<file path="src/rtl/fsg_pkg.sv">
// Shared constants and types for the frame sync generator.
// Assumes nothing beyond IEEE 1800-2017.
package fsg_pkg;

    // Bit-clock source encoding carried on the clk_sel port.
    typedef enum logic {
        SRC_INTERNAL = 1'b0,
        SRC_EXTERNAL = 1'b1
    } clk_src_e;

    // Typical programming for a 16-bit stereo frame.
    localparam int unsigned STEREO16_PERIOD = 31;
    localparam int unsigned STEREO16_WIDTH  = 15;

endpackage

</file>
<file path="src/rtl/fsg_divider.sv">
// Internal bit-clock divider.
// Toggles bclk_o every div+1 cycles while run is high and flags, one cycle
// ahead, each rising transition. Assumes div may change only while the
// register output is low or at a rising flag (the framer guarantees this).
module fsg_divider #(
    parameter int DIV_W = 8
) (
    input  logic             clk,
    input  logic             rst_n,
    input  logic             run,
    input  logic [DIV_W-1:0] div,
    output logic             bclk_o,
    output logic             rise_o
);

    logic [DIV_W-1:0] cnt_q;
    logic             bclk_q;
    logic             wrap;

    assign wrap   = (cnt_q >= div);
    assign rise_o = run && wrap && !bclk_q;
    assign bclk_o = bclk_q;

    // Half-period counter and bit-clock toggle register.
    always_ff @(posedge clk) begin
        if (!rst_n || !run) begin
            cnt_q  <= '0;
            bclk_q <= 1'b0;
        end else if (wrap) begin
            cnt_q  <= '0;
            bclk_q <= ~bclk_q;
        end else begin
            cnt_q  <= cnt_q + 1'b1;
        end
    end

    assert_gen_idle_R6: assert property (@(posedge clk) disable iff (!rst_n)
        !run |=> !bclk_q);

endmodule

</file>
<file path="src/rtl/fsg_extsync.sv">
// External bit-clock synchronizer.
// Brings an asynchronous pin into the clk domain through two flops and
// detects rising edges. Assumes the external clock is high and low for at
// least two system clocks each.
module fsg_extsync (
    input  logic clk,
    input  logic rst_n,
    input  logic run,
    input  logic ext_in,
    output logic bclk_o,
    output logic rise_o
);

    logic s1_q, s2_q, s3_q;

    // Two-stage synchronizer for the pin.
    always_ff @(posedge clk) begin
        if (!rst_n) begin
            s1_q <= 1'b0;
            s2_q <= 1'b0;
        end else begin
            s1_q <= ext_in;
            s2_q <= s1_q;
        end
    end

    // Gated delay stage: forms the output clock and the edge reference.
    always_ff @(posedge clk) begin
        if (!rst_n || !run) s3_q <= 1'b0;
        else                s3_q <= s2_q;
    end

    assign rise_o = run && s2_q && !s3_q;
    assign bclk_o = s3_q;

    assert_ext_idle_R6: assert property (@(posedge clk) disable iff (!rst_n)
        !run |=> !s3_q);

endmodule

</file>
<file path="src/rtl/fsg_framer.sv">
// Frame sync sequencer.
// Counts bit-clock rising ticks, starts frames (free-running or on request),
// drives the active frame sync level and a start strobe. All configuration
// is captured at a frame boundary; while held, the captured copy follows the
// inputs. Assumes ticks are at least two cycles apart.
module fsg_framer #(
    parameter int CNT_W = 8,
    parameter int DIV_W = 8
) (
    input  logic             clk,
    input  logic             rst_n,
    input  logic             fs_rst_n,
    input  logic             tick,
    input  logic             trig,
    input  logic [CNT_W-1:0] cfg_period,
    input  logic [CNT_W-1:0] cfg_width,
    input  logic [DIV_W-1:0] cfg_div,
    input  logic             cfg_low,
    input  logic             cfg_free,
    output logic [DIV_W-1:0] div_q,
    output logic             fs_act_q,
    output logic             inv_q,
    output logic             start_q
);

    logic [CNT_W-1:0] bit_q;
    logic [CNT_W-1:0] per_q;
    logic [CNT_W-1:0] wid_q;
    logic [CNT_W-1:0] bit_nxt;
    logic             active_q;
    logic             pend_q;
    logic             boundary;
    logic             go;

    assign bit_nxt  = bit_q + 1'b1;
    assign boundary = !active_q || (bit_q >= per_q);
    assign go       = cfg_free || pend_q || trig;

    // Frame sequencing, configuration capture and trigger bookkeeping.
    always_ff @(posedge clk) begin
        if (!rst_n || !fs_rst_n) begin
            active_q <= 1'b0;
            bit_q    <= '0;
            fs_act_q <= 1'b0;
            start_q  <= 1'b0;
            pend_q   <= 1'b0;
            per_q    <= cfg_period;
            wid_q    <= cfg_width;
            div_q    <= cfg_div;
            inv_q    <= cfg_low;
        end else begin
            start_q <= 1'b0;
            if (trig) pend_q <= 1'b1;
            if (tick) begin
                if (boundary) begin
                    per_q <= cfg_period;
                    wid_q <= cfg_width;
                    div_q <= cfg_div;
                    inv_q <= cfg_low;
                    if (go) begin
                        active_q <= 1'b1;
                        bit_q    <= '0;
                        fs_act_q <= 1'b1;
                        start_q  <= 1'b1;
                        pend_q   <= 1'b0;
                    end else begin
                        active_q <= 1'b0;
                        fs_act_q <= 1'b0;
                    end
                end else begin
                    bit_q    <= bit_nxt;
                    fs_act_q <= (bit_nxt <= wid_q);
                end
            end
        end
    end

    assert_strobe_once_R10: assert property (@(posedge clk) disable iff (!rst_n)
        start_q |=> !start_q);
    assert_strobe_on_tick_R10: assert property (@(posedge clk) disable iff (!rst_n)
        start_q |-> $past(tick));
    assert_count_range_R1: assert property (@(posedge clk) disable iff (!rst_n)
        active_q |-> (bit_q <= per_q));
    assert_fs_hold_R7: assert property (@(posedge clk) disable iff (!rst_n)
        !$past(fs_rst_n) |-> (!start_q && !fs_act_q));

endmodule

</file>
<file path="src/rtl/frame_sync_gen.sv">
// Serial frame sync generator top.
// Selects the bit-clock source, feeds its rising ticks to the framer and
// applies the frame sync polarity. Assumes ext_bclk is slow enough to be
// sampled (each level held two or more system clocks).
module frame_sync_gen
    import fsg_pkg::*;
#(
    parameter int DIV_W = 8,
    parameter int CNT_W = 8
) (
    input  logic             clk,
    input  logic             rst_n,
    input  logic             gen_rst_n,
    input  logic             fsync_rst_n,
    input  logic             clk_sel,
    input  logic             ext_bclk,
    input  logic [DIV_W-1:0] cfg_div,
    input  logic [CNT_W-1:0] cfg_period,
    input  logic [CNT_W-1:0] cfg_width,
    input  logic             cfg_fs_low,
    input  logic             cfg_free_run,
    input  logic             frame_trig,
    output logic             bclk,
    output logic             fsync,
    output logic             frame_start
);

    clk_src_e         src;
    logic             run_int, run_ext;
    logic             bclk_int, bclk_ext;
    logic             rise_int, rise_ext;
    logic [DIV_W-1:0] div_q;
    logic             fs_act, inv_q;

    assign src     = clk_src_e'(clk_sel);
    assign run_int = gen_rst_n && (src == SRC_INTERNAL);
    assign run_ext = gen_rst_n && (src == SRC_EXTERNAL);

    fsg_divider #(.DIV_W(DIV_W)) u_div (
        .clk    (clk),
        .rst_n  (rst_n),
        .run    (run_int),
        .div    (div_q),
        .bclk_o (bclk_int),
        .rise_o (rise_int)
    );

    fsg_extsync u_ext (
        .clk    (clk),
        .rst_n  (rst_n),
        .run    (run_ext),
        .ext_in (ext_bclk),
        .bclk_o (bclk_ext),
        .rise_o (rise_ext)
    );

    fsg_framer #(.CNT_W(CNT_W), .DIV_W(DIV_W)) u_frm (
        .clk        (clk),
        .rst_n      (rst_n),
        .fs_rst_n   (fsync_rst_n),
        .tick       (rise_int | rise_ext),
        .trig       (frame_trig),
        .cfg_period (cfg_period),
        .cfg_width  (cfg_width),
        .cfg_div    (cfg_div),
        .cfg_low    (cfg_fs_low),
        .cfg_free   (cfg_free_run),
        .div_q      (div_q),
        .fs_act_q   (fs_act),
        .inv_q      (inv_q),
        .start_q    (frame_start)
    );

    // Both sources idle low when unselected, so an OR acts as the mux.
    assign bclk  = bclk_int | bclk_ext;
    assign fsync = fs_act ^ inv_q;

    assert_gen_hold_R6: assert property (@(posedge clk) disable iff (!rst_n)
        !$past(gen_rst_n) |-> !bclk);
    assert_fs_level_R8: assert property (@(posedge clk) disable iff (!rst_n)
        !$past(fsync_rst_n) |-> (fsync == $past(cfg_fs_low)));

endmodule

</file>
<file path="config.mk">
export PLATFORM = sky130hd
export DESIGN_NAME = frame_sync_gen
export DESIGN_NICKNAME = d
export VERILOG_FILES = /design/src/rtl/fsg_pkg.sv /design/src/rtl/fsg_divider.sv /design/src/rtl/fsg_extsync.sv /design/src/rtl/fsg_framer.sv /design/src/rtl/frame_sync_gen.sv
export SDC_FILE = /design/constraint.sdc
export NUM_CORES = 1
export LEC_CHECK = 0
export CELL_PAD_IN_SITES_DETAIL_PLACEMENT = 0
export CELL_PAD_IN_SITES_GLOBAL_PLACEMENT = 1
export CORE_UTILIZATION = 25
export CTS_CLUSTER_DIAMETER = 150
export CTS_CLUSTER_SIZE = 16
export DETAILED_ROUTE_END_ITERATION = 10
export GPL_ROUTABILITY_DRIVEN = 0
export GPL_TIMING_DRIVEN = 0
export PLACE_DENSITY_LB_ADDON = 0.1
export SKIP_LAST_GASP = 1
export SLEW_MARGIN = 20
export SYNTH_ARGS = -nofsm -noshare
export SYNTH_HDL_FRONTEND = slang
export SYNTH_SLANG_ARGS = --single-unit
</file>
<file path="constraint.sdc">
create_clock -name clk -period 4.4 [get_ports clk]
set_clock_uncertainty 0.1 [all_clocks]
set_input_delay 0.66 -clock clk [delete_from_list [all_inputs] [get_ports clk]]
set_output_delay 0.66 -clock clk [all_outputs]
set_load 0.01 [all_outputs]
</file>
Word-level counts from Yosys, hierarchy flattened
Cells that the tools add are included.
{ "word_totals": {"input_bits": 33, "wordCells": 73, "ff_bits": 49, "output_inout_bits": 3} }
{ "classes": {"bitwise": 7, "mux": 20, "addsub": 2, "n_reduce_logical": 26, "magnitude_cmp": 3, "eq_ne": 1} }
{ "op_table": {"columns": ["op", "count"], "rows": [
  ["2-to-1 mux 8 bit", 11],
  ["adder 8 x 1 -> 8 bit (second input constant)", 2],
  ["greater-or-equal comparator 8 bit", 2],
  ["2-to-1 mux 1 bit", 9],
  ["less-or-equal comparator 8 bit", 1],
  ["zero test 1 bit", 7],
  ["logical AND 1 bit", 6],
  ["logical OR 1 bit", 6],
  ["AND reduction 2 bit", 3],
  ["inverter 1 bit", 4],
  ["nonzero test 2 bit", 2],
  ["OR reduction 3 bit", 1],
  ["inequality test 2 bit (second input constant)", 1],
  ["OR 1 bit", 2],
  ["OR reduction 2 bit", 1],
  ["XOR 1 bit", 1]
]} }

Longest topological paths before layout
{ "depth": {"word_depth": 7, "depth_mapped": 10, "ltp_nobuf": 10} }

Modules after synthesis
From an unflattened synthesis, not the netlist that was laid out.
{ "unflattened": {"cells_unflattened": 235, "area_unflattened_um2": 2562.5} }
{ "by_module_without_submodules": {"columns": ["mod", "area_each_um2", "n_inst", "seq_area_each_um2", "cells_per_inst"], "rows": [
  ["fsg_framer", 1794.2, 1, 991.0, 152],
  ["fsg_divider", 643.1, 1, 180.2, 71],
  ["fsg_extsync", 87.6, 1, 60.1, 7],
  ["frame_sync_gen", 37.5, 1, 0.0, 5]
]} }

Worst setup path before layout
OpenSTA, ideal clock, no wires.
{ "synth_path": {"path_type": "register to register", "startpoint": "reg u_div.cnt_q[0]", "endpoint": "reg u_frm.div_q[0], enable pin", "period_less_slack_ns": 2.915, "setup_ns": 0.499, "path_stages_with_launch": 9, "n_path_buf": 0, "t_arrival_ns": 2.316, "slack_ns": 1.485, "t_required_ns": 3.801, "path_cell_list": "dfxtp_1 > inv_1 > ha_1 > nand2b_1 > a2111oi_2 > nor3_1 > or2_2 > nand2_1 > nand3_1"} }
{ "synth_via": {"elab_chain_cells": 6} }
{ "synth_rtl": {"columns": ["element", "line_no", "rtl"], "rows": [
  ["from (decl)", "fsg_divider.sv:16", "logic [DIV_W-1:0] cnt_q;"],
  ["from (signal assigned)", "fsg_divider.sv:33", "cnt_q <= cnt_q + 1'b1;"],
  ["greater-or-equal comparator 8 bit", "fsg_divider.sv:20", "assign wrap = (cnt_q >= div);"],
  ["logical AND 1 bit (2 in a row)", "fsg_divider.sv:21", "assign rise_o = run && wrap && !bclk_q;"],
  ["OR 1 bit", "frame_sync_gen.sv:61", ".tick (rise_int | rise_ext),"],
  ["nonzero test 2 bit (no line)", null, null],
  ["AND reduction 2 bit (no line)", null, null],
  ["to (signal assigned)", "fsg_framer.sv:49", "div_q <= cfg_div;"],
  ["to (signal assigned)", "fsg_framer.sv:58", "div_q <= cfg_div;"],
  ["to (decl)", "fsg_framer.sv:20", "output logic [DIV_W-1:0] div_q,"]
]} }
No other way between the ends.
A chain may end at the register's enable or synchronous reset.

Worst setup path after layout
{ "layout_path": {"startpoint": "reg u_frm.div_q[6]", "endpoint": "reg u_frm.per_q[0], enable pin"} }
{ "layout_via": {"elab_chain_cells": 6} }
{ "layout_rtl": {"columns": ["element", "line_no", "rtl"], "rows": [
  ["greater-or-equal comparator 8 bit", "fsg_divider.sv:20", null],
  ["logical AND 1 bit (2 in a row)", "fsg_divider.sv:21", null],
  ["OR 1 bit", "frame_sync_gen.sv:61", null],
  ["nonzero test 2 bit (no line)", null, null],
  ["AND reduction 2 bit (no line)", null, null],
  ["to (signal assigned)", "fsg_framer.sv:47", "per_q <= cfg_period;"],
  ["to (signal assigned)", "fsg_framer.sv:56", "per_q <= cfg_period;"],
  ["to (decl)", "fsg_framer.sv:27", "logic [CNT_W-1:0] per_q;"]
]} }
No other way between the ends.

==> summary.md <==
| Metric | Value |
|---|---|
| Complex-gate fraction of the synthesized area | `13.0%` |
| Cts repair resizes | `0` |
| Ys flop type | `edfxtp_1` |
| Residual DRC | `0` |
| Cells after Synth | `~220` |
| Post-DR vias/cell | `approximately 4.1` |
| Top Family by Delay on Critical Path | `simple AND/OR/NAND/NOR gates` |
| Critical-path top delay cell | `nand3_2` |
| Post-synth ARST share | `0%` |
| Worst-Skew Late Latency | `about 300 ps` |
| # fillers | `about 980` |
| Root Buffer | `clkbuf_8` |
| Starting density of the core | `a little over a quarter` |
| Syn_area_per_cell | `roughly 11 sq um` |
| Critical Path End Type | `flop` |
| DP Wirelength | `approximately 3700 um` |
| Core box area | `9330 sq um` |
| Mux cell area share after synthesis | `less than 1%` |
| Slew Limit Headroom | `between 50% and 60%` |
| R2R depth | `8` |
| Post-Syn Nets | `roughly 280` |
| CTS tree | `done` |
| Bufs and invs on worst path | `1` |
| Site row count | `35` |
| Worst reg2reg setup slack | `roughly 1200 ps` |
| Crit share post-route | `a little under three quarters` |
| Crit path launch type | `flop` |
| Max Cap Viol | `0` |
| Total power density per cell area | `slightly below 300 nW/um^2` |
| Worst Path Arrival | `~2900 ps` |
| Slack of the critical path | `between 1000 and 1500 ps` |
| Netlist cell types | `43` |
| Synthesized area | `2440 sq um` |
| IO Pins | `36` |
| Drt wl/cell | `12.2 um` |
| First drt pass iteration count | `4` |
| Iter 0 DRT Violations | `21` |
| Vias after detailed routing | `about 1.6k` |
| Fin nets | `325` |
| Clock Path Buffers | `2` |
| # Post-CTS Setup Buffers | `0` |
| Critical path data required time | `between 4000 and 5000 ps` |
| Place WS | `approximately 1200 ps` |
| First-pass GRT wire length | `just over 8000 um` |
| Fin util | `around a third` |
| Synth Area in Adders | `between 10% and 20%` |
| CP max FO | `25` |
| PnR Total Power | `904 uW` |
| Vias in the first global route | `~1.6k` |
| Simple-gate area share of the yosys netlist | `roughly 14%` |
| Reg clk slew, reported paths | `90 ps` |
| Post-CTS Hold Fix Bufs | `0` |
| Grt ovf | `0` |
| Fin area | `between 3000 and 4000 sq um` |
| I/O Buffers | `35` |
| Status | `finished, final reports clean` |
| Share of layout cells above drive strength 1 | `10.5%` |
| R2R Path Start | `u_frm.div_q[6]` |
| Critical Path Sink | `u_frm.per_q[0]` |
| Post-Synth XOR/XNOR Area | `3.95%` |
| Fin. Hold Viols | `0` |
| TNS Setup | `0 ps` |
| Max Slew Vio Count | `0` |
| # H-tree levels | `2` |
| N_diodes | `0` |
| GRT Overall Usage | `between 10% and 20%` |
| Largest family of logic cells by synthesized area | `simple AND/OR/NAND/NOR gates` |
| HP Class | `reg2reg` |
| Reg2reg end | `u_frm.per_q[0]` |
| Sequential share of the synthesized area | `50.4%` |
| Syn. warnings | `0` |
| Largest net degree at the start of global routing | `26` |
| Clk sinks | `49` |
| Stages on worst setup path | `8` |
| Actual slew at the worst max-slew pin | `718 ps` |
| Leak | `~0.0013 uW` |
| Worst setup startpoint | `u_frm.div_q[6]` |
| DIE AREA | `just over 10,000 sq um` |
| VDD IR max | `between 100 and 150 uV` |
| Max stage delay on crit path | `around 570 ps` |
| RSZ-0062 raised after global routing | `no` |
| Initial antenna violation count | `0` |
| Worst setup path class | `reg2reg` |
| Dpl cell area | `around 3000 sq um` |
| Area grow syn2layout | `25.5%` |
| Number of CTS-inserted buffers | `5` |
| Post-synth EDFFs | `25` |
| Synth Register Bits | `between 40 and 50` |
| Achievable Freq | `~320 MHz` |
| ANT nets after route | `0` |
| Minimum clock period | `3160 ps` |
| Drt total wl | `about 4800 um` |
| Die H | `between 100 and 150 um` |
| Final setup vio count | `0` |
| Die Wd | `approximately 100 um` |
| CP cell instances | `inv_1 > ha_1 > and3_1 > a221oi_1 > o32ai_1 > or2_2 > nand2_1 > nand3_2` |
[flip-flops by register name, summed over array words and instances, names as in the netlist]
signal / count
u_div.cnt_q: 8
u_frm.bit_q: 8
u_frm.div_q: 8
u_frm.per_q: 8
u_frm.wid_q: 8
u_div.bclk_o: 1
u_ext.bclk_o: 1
u_ext.s1_q: 1
u_ext.s2_q: 1
u_frm.active_q: 1
u_frm.fs_act_q: 1
u_frm.inv_q: 1
u_frm.pend_q: 1
u_frm.start_q: 1
[cell usage in the layout (no fill, tap or decap), types with 5 or more instances in the layout]
master	count
dfxtp_1	24
inv_1	28
xor2_1	7
edfxtp_1	25
a21oi_1	7
clkdlybuf4s50_1	35
ha_1	26
nor3_1	6
nand3_1	8
nand2_1	20
nor2_1	17
clkbuf_8	5
[cell type report]
| class | instances | area, sq um | area share (%) |
|---|---|---|---|
| tap | 129 | 161 | 5.27 |
| clock inverter | 2 | 33.8 | 1.10 |
| multi-input combinational | 146 | 1100 | 35.9 |
| timing repair buffer | 35 | 350 | 11.4 |
| clock buffer | 6 | 72.6 | 2.37 |
| buffer | 1 | 11.3 | 0.367 |
| sequential | 49 | 1230 | 40.2 |
| inverter | 28 | 105 | 3.43 |
[cells in the mapped netlist, types with 4 or more instances]
master | number | area share (%)
nand3_1 | 9 | 1.8
edfxtp_1 | 25 | 31
nand2_1 | 20 | 3.1
dfxtp_1 | 24 | 20
xnor2_1 | 4 | 1.4
a21oi_1 | 7 | 1.4
nor3_1 | 6 | 1.2
ha_1 | 26 | 13
nor2_1 | 17 | 2.6
inv_1 | 28 | 4.3
or2_2 | 4 | 1.0
xor2_1 | 7 | 2.5
[worst reg2reg max path, stage by stage, from the launching register on]
cell and delay [ps]:
edfxtp_1 380, inv_1 70, ha_1 240, and3_1 210, a221oi_1 420, o32ai_1 210, or2_2 370, nand2_1 110
nand3_2 570
[cells by family (layout without fill, tap and decap cells)]
| kind of cell | Yosys count | in the layout |
|---|---|---|
| flops | 49 | 49 |
| fa+ha+maj | 26 | 26 |
| xor+xnor | 11 | 11 |
| compound gates | 37 | 37 |
| simple gates | 71 | 71 |
| mux | 1 | 1 |
| buf+inv | 29 | 72 |
[stage by stage]
stage,std cells,hold WS [ps]
after detailed placement,388,325
after floorplan,224,312
after global placement,388,325
final,396,341
after CTS,396,349
after global routing,396,393
[how the worst min path moves through the flow]
stage | start | end | slack [ps] | depth (start not counted)
6_report | u_ext.s1_q | u_ext.s2_q | 340 | 1
5_1_grt | u_ext.s1_q | u_ext.s2_q | 390 | 1
4_1_cts | u_ext.s1_q | u_ext.s2_q | 350 | 1
3_5_place_dp | u_ext.s1_q | u_ext.s2_q | 320 | 1
3_3_place_gp | u_ext.s1_q | u_ext.s2_q | 320 | 1
2_1_floorplan | u_ext.s1_q | u_ext.s2_q | 310 | 1
[per-layer routing]
metal | wire length, um | vias up | part of all wire (%) | GRT usage (%)
li1 | - | 871 | - | -
met1 | 2480 | 741 | 51 | 14.7
met2 | 2090 | 24 | 43 | 16.3
met3 | 200 | 6 | 4.1 | 2.77
met4 | 78 | 0 | 1.6 | 4.01
met5 | 0 | - | 0 | 0
[power by group]
| part | internal [uW] | leakage [uW] | switching [uW] |
|---|---|---|---|
| logic | 43.6 | 0.000778 | 34.1 |
| registers | 500 | 0.000449 | 5.65 |
| clock network | 168 | 0.0000528 | 153 |
(Power assumes the default switching activity.)
